File: src/rtl/seq5_pkg.sv
package seq5_pkg;

   localparam int CODE_W    = 3;
   localparam int LOOP_LEN  = 5;
   localparam int NUM_CODES = 1 << CODE_W;

   typedef logic [CODE_W-1:0] code_t;

   // Codes on the main loop, in stepping order.
   localparam code_t LOOP_0 = 3'b000;
   localparam code_t LOOP_1 = 3'b010;
   localparam code_t LOOP_2 = 3'b011;
   localparam code_t LOOP_3 = 3'b101;
   localparam code_t LOOP_4 = 3'b110;

   // Codes left off the loop.
   localparam code_t SPARE_0 = 3'b001;
   localparam code_t SPARE_1 = 3'b100;
   localparam code_t SPARE_2 = 3'b111;

   // Next-state construction variants.
   localparam int STYLE_EQN   = 0;
   localparam int STYLE_TABLE = 1;

   // Bit positions of the named state bits.
   localparam int BIT_A = 0;
   localparam int BIT_B = 1;
   localparam int BIT_C = 2;

endpackage

File: src/rtl/seq5_next.sv
module seq5_next
   import seq5_pkg::*;
#(
   parameter int STYLE = STYLE_EQN
) (
   input  code_t cur_i,
   output code_t nxt_o
);

   generate
      if (STYLE == STYLE_EQN) begin : g_eqn
         logic a_w, b_w, c_w;
         assign a_w = cur_i[BIT_A];
         assign b_w = cur_i[BIT_B];
         assign c_w = cur_i[BIT_C];
         // Closed-form D inputs chosen so that every spare code re-enters the loop.
         assign nxt_o[BIT_C] = a_w;
         assign nxt_o[BIT_B] = ~b_w | (~a_w & ~c_w);
         assign nxt_o[BIT_A] = b_w & ~c_w;
      end else if (STYLE == STYLE_TABLE) begin : g_table
         always_comb begin
            unique case (cur_i)
               LOOP_0:  nxt_o = LOOP_1;
               LOOP_1:  nxt_o = LOOP_2;
               LOOP_2:  nxt_o = LOOP_3;
               LOOP_3:  nxt_o = LOOP_4;
               LOOP_4:  nxt_o = LOOP_0;
               SPARE_0: nxt_o = LOOP_4;
               SPARE_1: nxt_o = LOOP_1;
               SPARE_2: nxt_o = SPARE_1;
               default: nxt_o = LOOP_0;
            endcase
         end
      end else begin : g_bad_style
         initial $error("seq5_next: STYLE must be STYLE_EQN or STYLE_TABLE");
         assign nxt_o = LOOP_0;
      end
   endgenerate

endmodule

File: src/rtl/seq5_state_reg.sv
module seq5_state_reg #(
   parameter int              W       = 3,
   parameter logic [W-1:0]    RST_VAL = '0
) (
   input  logic         clk_i,
   input  logic         rst_i,
   input  logic         en_i,
   input  logic [W-1:0] d_i,
   output logic [W-1:0] q_o
);

   logic [W-1:0] q_r;

   // Reset has priority over enable; enable low holds the value.
   always_ff @(posedge clk_i) begin
      if (rst_i)
         q_r <= RST_VAL;
      else if (en_i)
         q_r <= d_i;
   end

   assign q_o = q_r;

endmodule

File: src/rtl/seq5_valid.sv
module seq5_valid
   import seq5_pkg::*;
#(
   parameter int STYLE = STYLE_EQN
) (
   input  code_t cur_i,
   output logic  valid_o
);

   generate
      if (STYLE == STYLE_EQN) begin : g_eqn
         // The spare codes are 001, 100 and 111, so flag those and invert.
         logic spare_w;
         assign spare_w = (~cur_i[BIT_B] & (cur_i[BIT_C] ^ cur_i[BIT_A]))
                        | (&cur_i);
         assign valid_o = ~spare_w;
      end else begin : g_table
         always_comb begin
            unique case (cur_i)
               LOOP_0, LOOP_1, LOOP_2, LOOP_3, LOOP_4: valid_o = 1'b1;
               default:                                valid_o = 1'b0;
            endcase
         end
      end
   endgenerate

endmodule

File: src/rtl/seq5_counter.sv
module seq5_counter
   import seq5_pkg::*;
#(
   parameter int STATE_W    = CODE_W,
   parameter int NEXT_STYLE = STYLE_EQN
) (
   input  logic               clk_i,
   input  logic               rst_i,
   input  logic               en_i,
   output logic [STATE_W-1:0] state_o,
   output logic               valid_o
);

   localparam logic [STATE_W-1:0] RESET_CODE = '0;

   generate
      if (STATE_W != CODE_W) begin : g_bad_width
         initial $error("seq5_counter: STATE_W must equal CODE_W (3)");
      end
      if (NEXT_STYLE != STYLE_EQN && NEXT_STYLE != STYLE_TABLE) begin : g_bad_style
         initial $error("seq5_counter: unknown NEXT_STYLE");
      end
   endgenerate

   code_t cur_w;
   code_t nxt_w;

   seq5_next #(.STYLE(NEXT_STYLE)) u_next (
      .cur_i (cur_w),
      .nxt_o (nxt_w)
   );

   seq5_state_reg #(.W(CODE_W), .RST_VAL(RESET_CODE)) u_state (
      .clk_i (clk_i),
      .rst_i (rst_i),
      .en_i  (en_i),
      .d_i   (nxt_w),
      .q_o   (cur_w)
   );

   seq5_valid #(.STYLE(NEXT_STYLE)) u_valid (
      .cur_i   (cur_w),
      .valid_o (valid_o)
   );

   assign state_o = cur_w;

endmodule

File: config.mk
export PLATFORM = sky130hd
export DESIGN_NAME = seq5_counter
export DESIGN_NICKNAME = d
export VERILOG_FILES = /design/src/rtl/seq5_pkg.sv /design/src/rtl/seq5_next.sv /design/src/rtl/seq5_state_reg.sv /design/src/rtl/seq5_valid.sv /design/src/rtl/seq5_counter.sv
export SDC_FILE = /design/constraint.sdc
export NUM_CORES = 1
export LEC_CHECK = 0
export BUFFER_PORTS_ARGS = -buffer_cell sky130_fd_sc_hd__buf_2
export CAP_MARGIN = 10
export CELL_PAD_IN_SITES_DETAIL_PLACEMENT = 1
export CELL_PAD_IN_SITES_GLOBAL_PLACEMENT = 2
export CORE_AREA = 2 2 39 41
export CTS_BUF_LIST = sky130_fd_sc_hd__clkbuf_4
export DETAILED_ROUTE_END_ITERATION = 10
export DIE_AREA = 0 0 41 43
export PLACE_DENSITY = 0.46
export SYNTH_ARGS = -nofsm -noshare
export SYNTH_HDL_FRONTEND = slang
export SYNTH_SLANG_ARGS = --single-unit
File: constraint.sdc
create_clock -name clk_i -period 2 [get_ports clk_i]
set_input_delay 0.2 -clock clk_i [delete_from_list [all_inputs] [get_ports clk_i]]
set_output_delay 0.2 -clock clk_i [all_outputs]
set_load 0.02 [all_outputs]
# --- Yosys cells after proc, flatten, opt, wreduce, memory -nomap -nowiden ---
# Index checks and enable logic that the tools add are counted.
word_totals:
  ff_bits: 3
  in_bits: 3
  output_inout_bits: 4
  word_cells: 12
classes:
  n_bitwise: 10
  n_reduce_logical: 1
ops:
  columns: ["op", "count"]
  rows:
  - ["$not A1 Y1", 4]
  - ["$and A1 B1 Y1", 3]
  - ["$reduce_and A3 Y1", 1]
  - ["$or A1 B1 Y1", 2]
  - ["$xor A1 B1 Y1", 1]

# --- Depth between registers and ports, before layout ---
# Gate-level depths: netlist (run 1).
logic_depth:
  ltp_word: 4
  ltp_mapped: 4
  ltp_nobuf: 4

# --- Hierarchy ---
# From an unflattened synthesis (run 1), not the netlist that was laid out.
hier_totals:
  hier_cells: 15
  hier_area_um2: 141.4
modules_own_cells:
  columns: ["mod", "n_inst", "cells_each", "area_each_um2", "seq_area_each_um2"]
  rows:
  - ["seq5_state_reg", 1, 9, 101.3, 60.1]
  - ["seq5_valid", 1, 3, 21.3, 0.0]
  - ["seq5_next", 1, 3, 18.8, 0.0]

# --- Worst setup path after synthesis (run 1) ---
# Ideal clock, no wire load.
synth_timing:
  path_type: "reg-to-output"
  startpoint: "register u_state.q_r[2], in the netlist u_state.q_o[2]"
  endpoint: "output port valid_o"
  arrival_time_ns: 1.295
  required_ns: 1.800
  path_slack_ns: 0.505
  path_stages_with_launch: 5
  n_path_buf: 0
  path_cell_list: "dfxtp_1 -> inv_1 -> ha_1 -> nor2b_1 -> a31oi_1"
synth_between:
  elab_chain_cells: 4
  word_cells_on_any_way: 5
  classes_between: "bitwise: 4; reduce/logical: 1"
synth_lines:
  columns: ["item", "line", "source"]
  rows:
  - ["from (decl)", "seq5_state_reg.sv:12", "logic [W-1:0] q_r;"]
  - ["from (signal assigned)", "seq5_state_reg.sv:19", "q_r <= d_i;"]
  - ["$xor A1 B1 Y1", "seq5_valid.sv:14", "assign spare_w = (~cur_i[BIT_B] & (cur_i[BIT_C] ^ cur_i[BIT_A]))"]
  - ["$and A1 B1 Y1", "seq5_valid.sv:14", null]
  - ["$or A1 B1 Y1 *", "seq5_valid.sv:15", "| (&cur_i);"]
  - ["$not A1 Y1 *", "seq5_valid.sv:16", "assign valid_o = ~spare_w;"]
  - ["to (decl)", "seq5_counter.sv:11", "output logic valid_o"]
# Every way passes the cells marked *; elsewhere a longest branch is shown, timed or not.

# --- Worst setup path in the final report (run 1) ---
layout_timing:
  startpoint: "register u_state.q_r[0], in the netlist u_state.q_o[0]"
  endpoint: "output port valid_o"
# The elaborated chain is that of the path after synthesis.

==> results of run 1 <==
## cell families (layout without fill, tap and decap cells)
logic type	after synthesis	in the layout	synth area share (%)
adder cells (fa/ha/maj)	1	1	8.06
AND/OR/NAND/NOR	7	7	29.8
buffers and inverters	3	12	9.68
multiplexers	1	1	6.45
flip-flops	3	3	38.7
AO/OA/AOI/OAI	2	2	7.26
## power groups by stage
stage	Combinational (mW)	Sequential, mW	Clock [mW]
after global routing	0.0252	0.0681	0.135
after floorplan	0.0125	0.0700	0
after detailed placement	0.0235	0.0682	0
after CTS	0.0236	0.0672	0.129
after global placement	0.0229	0.0681	0
final	0.0226	0.0671	0.124
## per-layer routing
metal,vias to the layer above,GRT usage [%]
met5,-,0
met4,0,8.00
met3,4,7.85
met2,8,5.94
met1,57,5.11
li1,74,-
## worst max path at each step
stage	from	to	slack [ns]	cells past startpoint
floorplan	u_state.q_o[2]$_SDFFE_PP0P_	valid_o	0.51	4
global placement	u_state.q_o[0]$_SDFFE_PP0P_	valid_o	0.66	5
detailed placement	u_state.q_o[0]$_SDFFE_PP0P_	valid_o	0.64	5
CTS	u_state.q_o[0]$_SDFFE_PP0P_	valid_o	0.38	5
global route	u_state.q_o[0]$_SDFFE_PP0P_	valid_o	0.32	5
finish	u_state.q_o[0]$_SDFFE_PP0P_	valid_o	0.42	5
## cell type report
cell class / instances / share of cell area [%]
clock buffer: 4 / 13.2
timing repair buffer: 6 / 13.2
inverter: 2 / 3.30
tap: 16 / 8.79
multi-input combinational: 11 / 35.2
sequential: 3 / 26.4
## critical path: stages (launching register included)
cell	delay, ns
dfxtp_1	0.37
inv_1	0.06
ha_1	0.28
nor2b_1	0.13
a31oi_1	0.13
buf_2	0.18
## cell usage in the layout (no fill, tap or decap)
cell type  n
and3b_1    1
clkbuf_4   4
a31oi_1    1
nor3_2     1
nand3b_1   1
mux2i_1    1
dfxtp_1    3
buf_2      6
nor2_1     2
nand2b_1   1
nor2b_1    1
ha_1       1
inv_1      2
a21oi_1    1
## through the flow
stage                     hold slack, ns  std cells  power, mW
after global routing               0.155         42      0.228
after floorplan                    0.269         17     0.0825
after global placement             0.414         38     0.0910
final                              0.155         42      0.213
after detailed placement           0.408         38     0.0917
after CTS                          0.151         42      0.220
==> impl_metrics.ini, run 1 <==
[placed_design]
dp_hpwl_um = 284
place_congestion = 0.604
io_buffers = 6
post-place-ws_ns = 0.636
postPlaceCellArea_um2 = 198

[die]
die_h_um = 43
fp.dieW_um = 41
coreArea_um2 = 1380
die_area_um2 = 1760
start_util_pct = 11.2
rows = 14
io_pins = 7

[synthesis]
ys_top_cells_by_area = dfxtp_1 39%, ha_1 8.1%, mux2i_1 6.5%
synth_common_cells = 3 x dfxtp_1, 2 x inv_1, 2 x nor2_1
syn_avg_cell_area_um2 = 9.13
synth-seq-cells = 3
synth_most_common_cell = dfxtp_1
syn_area_um2 = 155
yosysSeqAreaShare_pct = 38.7
syn_nets = 21
ys_warn_count = 0
async_reset_ff_share_pct = 0
syn_inst = 17
synth_top_area_share_pct = 38.7
yosysTopAreaCell = dfxtp_1
synth_edf_count = 0
synth_ff_type = dfxtp_1
synth_cell_types = 13

[clock_tree]
clk-insertion-delay-late_ns = 0.24
clock_path_buffers = 2
cts_buffers = 3
clkTransAtPathRegs_ns = 0.04
tritoncts = built
cts_setup_buffers = 0
cts-root-buf = clkbuf_4
htree_levels = 1
cts.sinks = 3
hold_buffers = 0
cts_resized = 0

[final_layout]
drive_above_1_share_pct = 42.3
multi_input_area_um2 = 80.1
regArea_um2 = 60.1
fillers = 168
diodes = 0
postLayoutCellArea_um2 = 228
largest_reg_flops = 3
fin_util_pct = 16.5
nets = 31
area_growth_pct = 46.8

[power]
p_seq_share_pct = 31.5
swShare_pct = 24.2
p_int_mw = 0.162
ir_drop_uv = 255
clkPwrFrac_pct = 57.9
leakage_nw = 0.105
p_comb_share_pct = 10.6
power_switching_mw = 0.0517
powerDensity_nw_per_um2 = 937

[critical_path]
worstPathRequired_ns = 1.80
cp.arrival_ns = 1.38
criticalPathCategory = register to output pin
cp_max_fo = 5
r2r_start = u_state.q_o[0]$_SDFFE_PP0P_
start_kind = register
r2r-end = u_state.q_o[1]$_SDFFE_PP0P_
ff2ff_path_depth = 4
r2r_slack_ns = 1.01
endpoint_kind = output pin

[sta]
fin_crit_ns = 1.58
skew_ns = 0.00141
tightest_slew_ns = 0.174
rsz0062_at_grt = false
max_freq_mhz = 632
tns_ns = 0
hold_viol_final = 0
setup_viol_count_final = 0
fin_crit_sh_pct = 79.1
slew_headroom_pct = 88.4
slew_violations = 0
setup_ws_ns = 0.419

[hold_path]
hp-class = input pin to register
min-delay-start = rst_i
worstHoldPathCells = 2
min_to = u_state.q_o[1]$_SDFFE_PP0P_

[global_routing]
grt_max_degree = 7
grt_overflow_total = 0
grt_pass1_wl_um = 565
grt_usage_pct = 6.21
grt_antenna_before_repair = 0
grt_pass1_vias = 141

[drt]
drc_errors = 0
first_pass_iters = 2
routed-wl-met3_um = 59
routed_wl_um = 360
vias_per_cell = 3.40
drtAntennaViolNets = 0
route.met2.wl_um = 145
wl_per_cell_um = 8.57
wl_met1_um = 132
vias = 143
first_iter_violations = 1
top_layer_used = met4

[status]
status = completed

[flow_run]
drv_cap = 0
(Power assumes the default switching activity.)
==> inputs of run 2 (changes only) <==
--- a/config.mk
+++ b/config.mk
@@ -5,6 +5,7 @@
 export SDC_FILE = /design/constraint.sdc
 export NUM_CORES = 1
 export LEC_CHECK = 0
+export ABC_AREA = 1
 export BUFFER_PORTS_ARGS = -buffer_cell sky130_fd_sc_hd__buf_2
 export CAP_MARGIN = 10
 export CELL_PAD_IN_SITES_DETAIL_PLACEMENT = 1
@@ -13,7 +14,7 @@
 export CTS_BUF_LIST = sky130_fd_sc_hd__clkbuf_4
 export DETAILED_ROUTE_END_ITERATION = 10
 export DIE_AREA = 0 0 41 43
-export PLACE_DENSITY = 0.46
+export PLACE_DENSITY = 0.49
 export SYNTH_ARGS = -nofsm -noshare
 export SYNTH_HDL_FRONTEND = slang
 export SYNTH_SLANG_ARGS = --single-unit
==> constraint.sdc (replaced) <==
create_clock -name clk_i -period 1.6 [get_ports clk_i]
set_input_delay 0.16 -clock clk_i [delete_from_list [all_inputs] [get_ports clk_i]]
set_output_delay 0.16 -clock clk_i [all_outputs]
set_load 0.02 [all_outputs]
==> run 2 against run 1 <==
Compared with the run above: total power grew 26%; non-clock buffer count is the same; synthesized area grew 2.4%; via count grew 21%; routed wire length grew 5.0%; flip-flop and latch count is the same; synthesized cell count grew 35%; worst setup slack lost 0.26 ns; cell count grew 14%; final area grew 2.2%; clock power grew 19%; die area is the same.
==> impl_metrics.ini, run 2 <==
[critical_path]
crit_family = flip-flops
crit_path_frequent_cell = inv_1
cp_num_buf_inv = 4
setup.worst_path.start = u_state.q_o[2]$_SDFFE_PP0P_
criticalPathCategory = register to output pin
crit_slowest_cell = dfxtp_1
worstPathRequired_ns = 1.44
cp_slowest_stage_delay_ns = 0.37
cp.arrival_ns = 1.28
r2r_start = u_state.q_o[2]$_SDFFE_PP0P_
cp_max_fo = 4
crit_path_cell_trace = inv_1 -> ha_1 -> inv_1 -> o21ai_1 -> inv_1 -> buf_2
start_kind = register
endpoint_kind = output pin

[synthesis]
yosysTopAreaCell = dfxtp_1
ys_warn_count = 0
yosysSeqAreaShare_pct = 37.8
yosys.area_share.adder_pct = 7.87
synth_mux_area_share_pct = 0
synth_common_cells = 6 x inv_1, 4 x nor2_1, 3 x dfxtp_1, 3 x o21ai_0
synth_ff_type = dfxtp_1
synth_most_common_cell = inv_1
ys_top_cells_by_area = dfxtp_1 38%, inv_1 14%, o21ai_0 9.4%
syn_avg_cell_area_um2 = 6.91
async_reset_ff_share_pct = 0
synth_edf_count = 0
synth-simple-area-share_pct = 20.5
synth_top_family_by_area = simple AND/OR/NAND/NOR gates
syn_area_um2 = 159
synth_cell_types = 9
synth-seq-cells = 3
syn_inst = 23
synth_xor_area_share_pct = 0
synth_compound_area_share_pct = 15.0
synth_top_area_share_pct = 37.8
syn_nets = 27

[clock_tree]
tritoncts = built
clock_path_buffers = 2
cts-root-buf = clkbuf_4
hold_buffers = 0
clk-insertion-delay-late_ns = 0.23
clkTransAtPathRegs_ns = 0.04
htree_levels = 1
cts_buffers = 3
cts.sinks = 3

[placed_design]
place_congestion = 0.712
placed_cells = 44
postPlaceCellArea_um2 = 201
io_buffers = 6
dp_hpwl_um = 308
post-place-ws_ns = 0.348

[sta]
fin_crit_sh_pct = 90.2
rsz0062_at_grt = false
tightest_slew_ns = 0.183
skew_ns = 0.00453
setup_viol_count_final = 0
hold_viol_final = 0
setup_ws_ns = 0.156
slew_headroom_pct = 87.8
fin_crit_ns = 1.44
tns_ns = 0
hold_slack_ns = 0.0906
max_freq_mhz = 693
slew_violations = 0

[power]
leakage_nw = 0.111
ir_drop_uv = 207
powerDensity_nw_per_um2 = 1160
p_total_mw = 0.269

[drt]
drc_errors = 0
first_pass_iters = 2
routed_wl_um = 378
vias_per_cell = 3.60
first_iter_violations = 2
wl_per_cell_um = 7.88
vias = 173
drtAntennaViolNets = 0

[final_layout]
postLayoutCellArea_um2 = 233
nets = 37
final_cell_mix = 6 x inv_1, 6 x buf_2, 4 x nor2_1, 4 x clkbuf_4
fin_util_pct = 16.8
instances_no_fill = 48
largest_reg_flops = 3
drive_above_1_share_pct = 37.5
area_growth_pct = 46.5
diodes = 0

[die]
rows = 14
fp.dieW_um = 41
die_h_um = 43
coreArea_um2 = 1380
start_util_pct = 11.5
io_pins = 7
die_area_um2 = 1760

[flow_run]
drv_cap = 0

[global_routing]
grt_max_degree = 7
grt_overflow_total = 0
grt_antenna_before_repair = 0
grt_usage_pct = 6.11
grt_pass1_wl_um = 676
grt_pass1_vias = 176

[status]
status = completed

[hold_path]
hp-class = input pin to register
min-delay-start = rst_i
[run 2: changes by cell type in the layout (fill, tap and decap cells not counted), moves of 2 or more]
cell     delta
inv_1       +4
nand2_1     +2
nand3_1     +2
nor2_1      +2
o21ai_0     +2
[run 2: kinds of logic after synthesis]
family | after synthesis
simple gates | 8
buf+inv | 7
fa+ha+maj | 1
compound gates | 4
flops | 3
[run 2: path summary, 6_finish.rpt]
kind                                 end  slack [ns]  depth (start not counted)
max                              valid_o        0.16                          6
min          u_state.q_o[0]$_SDFFE_PP0P_        0.09                          2
max reg2reg  u_state.q_o[1]$_SDFFE_PP0P_        0.73                          4
min reg2reg  u_state.q_o[0]$_SDFFE_PP0P_        0.50                          2
[run 2: per-layer routing]
layer | track usage (%) | share of wire [%] | wire (um) | up-vias
met4 | 4.00 | 0 | 0 | 0
met3 | 4.71 | 7.9 | 30 | 0
met2 | 8.44 | 45 | 169 | 5
met5 | 0 | 0 | 0 | -
li1 | - | - | - | 88
met1 | 6.07 | 47 | 179 | 80
[run 2: final cells by class]
cell class	count	area (um2)
clock buffers	4	30.0
fillers	178	1150
multi-input cells	13	68.8
flip-flops and latches	3	61.3
inverters	6	22.5
well taps	16	20.0
repair buffers	6	30.0
[run 2: timing repair]
item,4_1_cts,5_1_grt
resized for setup,0,2
endpoints found under the setup margin,0,1
buffers inserted,0,0
[run 2: where the power goes]
group | internal [mW] | switching, mW | leakage, nW
sequential | 0.0802 | 0.00570 | 0.0252
clock | 0.110 | 0.0379 | 0.0184
combinational | 0.0131 | 0.0222 | 0.0673
==> inputs of run 3 (changes only) <==
--- a/config.mk
+++ b/config.mk
@@ -5,7 +5,6 @@
 export SDC_FILE = /design/constraint.sdc
 export NUM_CORES = 1
 export LEC_CHECK = 0
-export ABC_AREA = 1
 export BUFFER_PORTS_ARGS = -buffer_cell sky130_fd_sc_hd__buf_2
 export CAP_MARGIN = 10
 export CELL_PAD_IN_SITES_DETAIL_PLACEMENT = 1
@@ -14,7 +13,7 @@
 export CTS_BUF_LIST = sky130_fd_sc_hd__clkbuf_4
 export DETAILED_ROUTE_END_ITERATION = 10
 export DIE_AREA = 0 0 41 43
-export PLACE_DENSITY = 0.49
+export PLACE_DENSITY = 0.46
 export SYNTH_ARGS = -nofsm -noshare
 export SYNTH_HDL_FRONTEND = slang
 export SYNTH_SLANG_ARGS = --single-unit
==> run 3 against run 2 <==
Compared with the run above: final area rose by 4.3%; sequential power fell by 3.6%; worst hold slack improved by 0.044 ns; combinational power fell by 13%; cell count fell by 10%; total power fell by 1.4%; count of clock-buffer cells in the layout did not move; flip-flop and latch count did not move; non-clock buffer count rose by 1; via count fell by 13%; sequential share of layout area rose by 0.46 points; worst setup slack got worse by 0.065 ns.
==> impl_metrics.ini, run 3 (synthesized netlist as in run 1, its figures left out) <==
[critical_path]
start_kind = register
cp_max_fo = 3
crit_slowest_cell = dfxtp_4
criticalPathCategory = register to output pin
cp.arrival_ns = 1.35
cp_num_buf_inv = 2
crit_path_cell_trace = inv_1 -> ha_1 -> nor2b_1 -> a31oi_1 -> buf_4
cp_slowest_stage_delay_ns = 0.34
endpoint_kind = output pin
worstPathRequired_ns = 1.44
crit_family = flip-flops

[final_layout]
nets = 32
drive_above_1_share_pct = 51.9
area_growth_pct = 56.5
fin_util_pct = 17.5
fillers = 174
diodes = 0
final_cell_mix = 5 x buf_2, 4 x clkbuf_4, 2 x inv_1, 2 x nor2_1, 2 x buf_4
final_common_cell = buf_2
largest_reg_flops = 3

[power]
powerDensity_nw_per_um2 = 1090
leakage_nw = 0.113
ir_drop_uv = 165

[drt]
first_iter_violations = 0
first_pass_iters = 1
drtAntennaViolNets = 0
routed_wl_um = 420
wl_per_cell_um = 9.77
vias_per_cell = 3.51
vias = 151
drc_errors = 0

[status]
status = completed

[clock_tree]
cts.sinks = 3
tritoncts = built
clock_path_buffers = 2
cts-root-buf = clkbuf_4
clk-insertion-delay-late_ns = 0.23
cts_buffers = 3
hold_buffers = 0
clkTransAtPathRegs_ns = 0.04
htree_levels = 1

[global_routing]
grt_overflow_total = 0
grt_antenna_before_repair = 0
grt_max_degree = 7
grt_pass1_vias = 160
grt_usage_pct = 6.53
grt_pass1_wl_um = 669

[die]
rows = 14
die_area_um2 = 1760
fp.dieW_um = 41
coreArea_um2 = 1380
die_h_um = 43
start_util_pct = 11.2
io_pins = 7

[sta]
setup_viol_count_final = 0
fin_crit_ns = 1.51
max_freq_mhz = 663
slew_violations = 0
tns_ns = 0
fin_crit_sh_pct = 94.3
rsz0062_at_grt = false
slew_headroom_pct = 87.6
hold_slack_ns = 0.134
skew_ns = 0.00504
hold_viol_final = 0
tightest_slew_ns = 0.185

[hold_path]
hp-class = input pin to register

[placed_design]
io_buffers = 6
place_congestion = 0.555
dp_hpwl_um = 326

[flow_run]
drv_cap = 0
## run 3: final cells by class
| cell class | instances | area, um2 | area share, % |
|---|---|---|---|
| clock buffers | 4 | 30.0 | 12.4 |
| inverters | 2 | 7.51 | 3.09 |
| multi-input cells | 11 | 80.1 | 33.0 |
| flip-flops and latches | 3 | 65.1 | 26.8 |
| well taps | 16 | 20.0 | 8.25 |
| repair buffers | 7 | 40.0 | 16.5 |
## run 3: routing by layer
| metal | part of all wire (%) | GRT usage, % | up-vias |
|---|---|---|---|
| met1 | 35 | 6.11 | 71 |
| met4 | 0 | 8.00 | 0 |
| met3 | 11 | 3.66 | 0 |
| li1 | - | - | 75 |
| met2 | 54 | 8.44 | 5 |
| met5 | 0 | 0 | - |
## run 3: what timing repair did
action,4_1_cts,5_1_grt
pin swaps,0,1
endpoints found under the setup margin,1,1
resized for setup,2,2
setup buffers,0,1
## run 3: per-stage QoR
| stage | instances | worst slack, ns | area [um2] | total power, mW |
|---|---|---|---|---|
| floorplan | 17 | 0.145 | 155 | 0.103 |
| global placement | 38 | 0.303 | 198 | 0.114 |
| detailed placement | 38 | 0.235 | 198 | 0.115 |
| CTS | 42 | 0.0295 | 230 | 0.274 |
| global route | 43 | 0.00709 | 243 | 0.284 |
| finish | 43 | 0.0915 | 243 | 0.266 |
## run 3: path summary, 6_finish.rpt
path | from | endpoint | slack [ns] | cells after the start
max reg2reg | u_state.q_o[2]$_SDFFE_PP0P_ | u_state.q_o[1]$_SDFFE_PP0P_ | 0.68 | 4
min | rst_i | u_state.q_o[2]$_SDFFE_PP0P_ | 0.13 | 2
max | u_state.q_o[2]$_SDFFE_PP0P_ | valid_o | 0.09 | 5
min reg2reg | u_state.q_o[0]$_SDFFE_PP0P_ | u_state.q_o[0]$_SDFFE_PP0P_ | 0.49 | 2
## run 3: where the power goes
part	switching, mW	internal [mW]	total, mW
combinational	0.0171	0.0137	0.0308
sequential	0.00465	0.0782	0.0828
clock	0.0414	0.111	0.152
## run 3: worst register-to-register path, delay by kind of cell (launching register included)
family | cells | cell delay (ns)
buffers and inverters | 1 | 0.04
and+or+nand+nor | 2 | 0.26
adders and majority gates | 1 | 0.18
DFF | 1 | 0.34
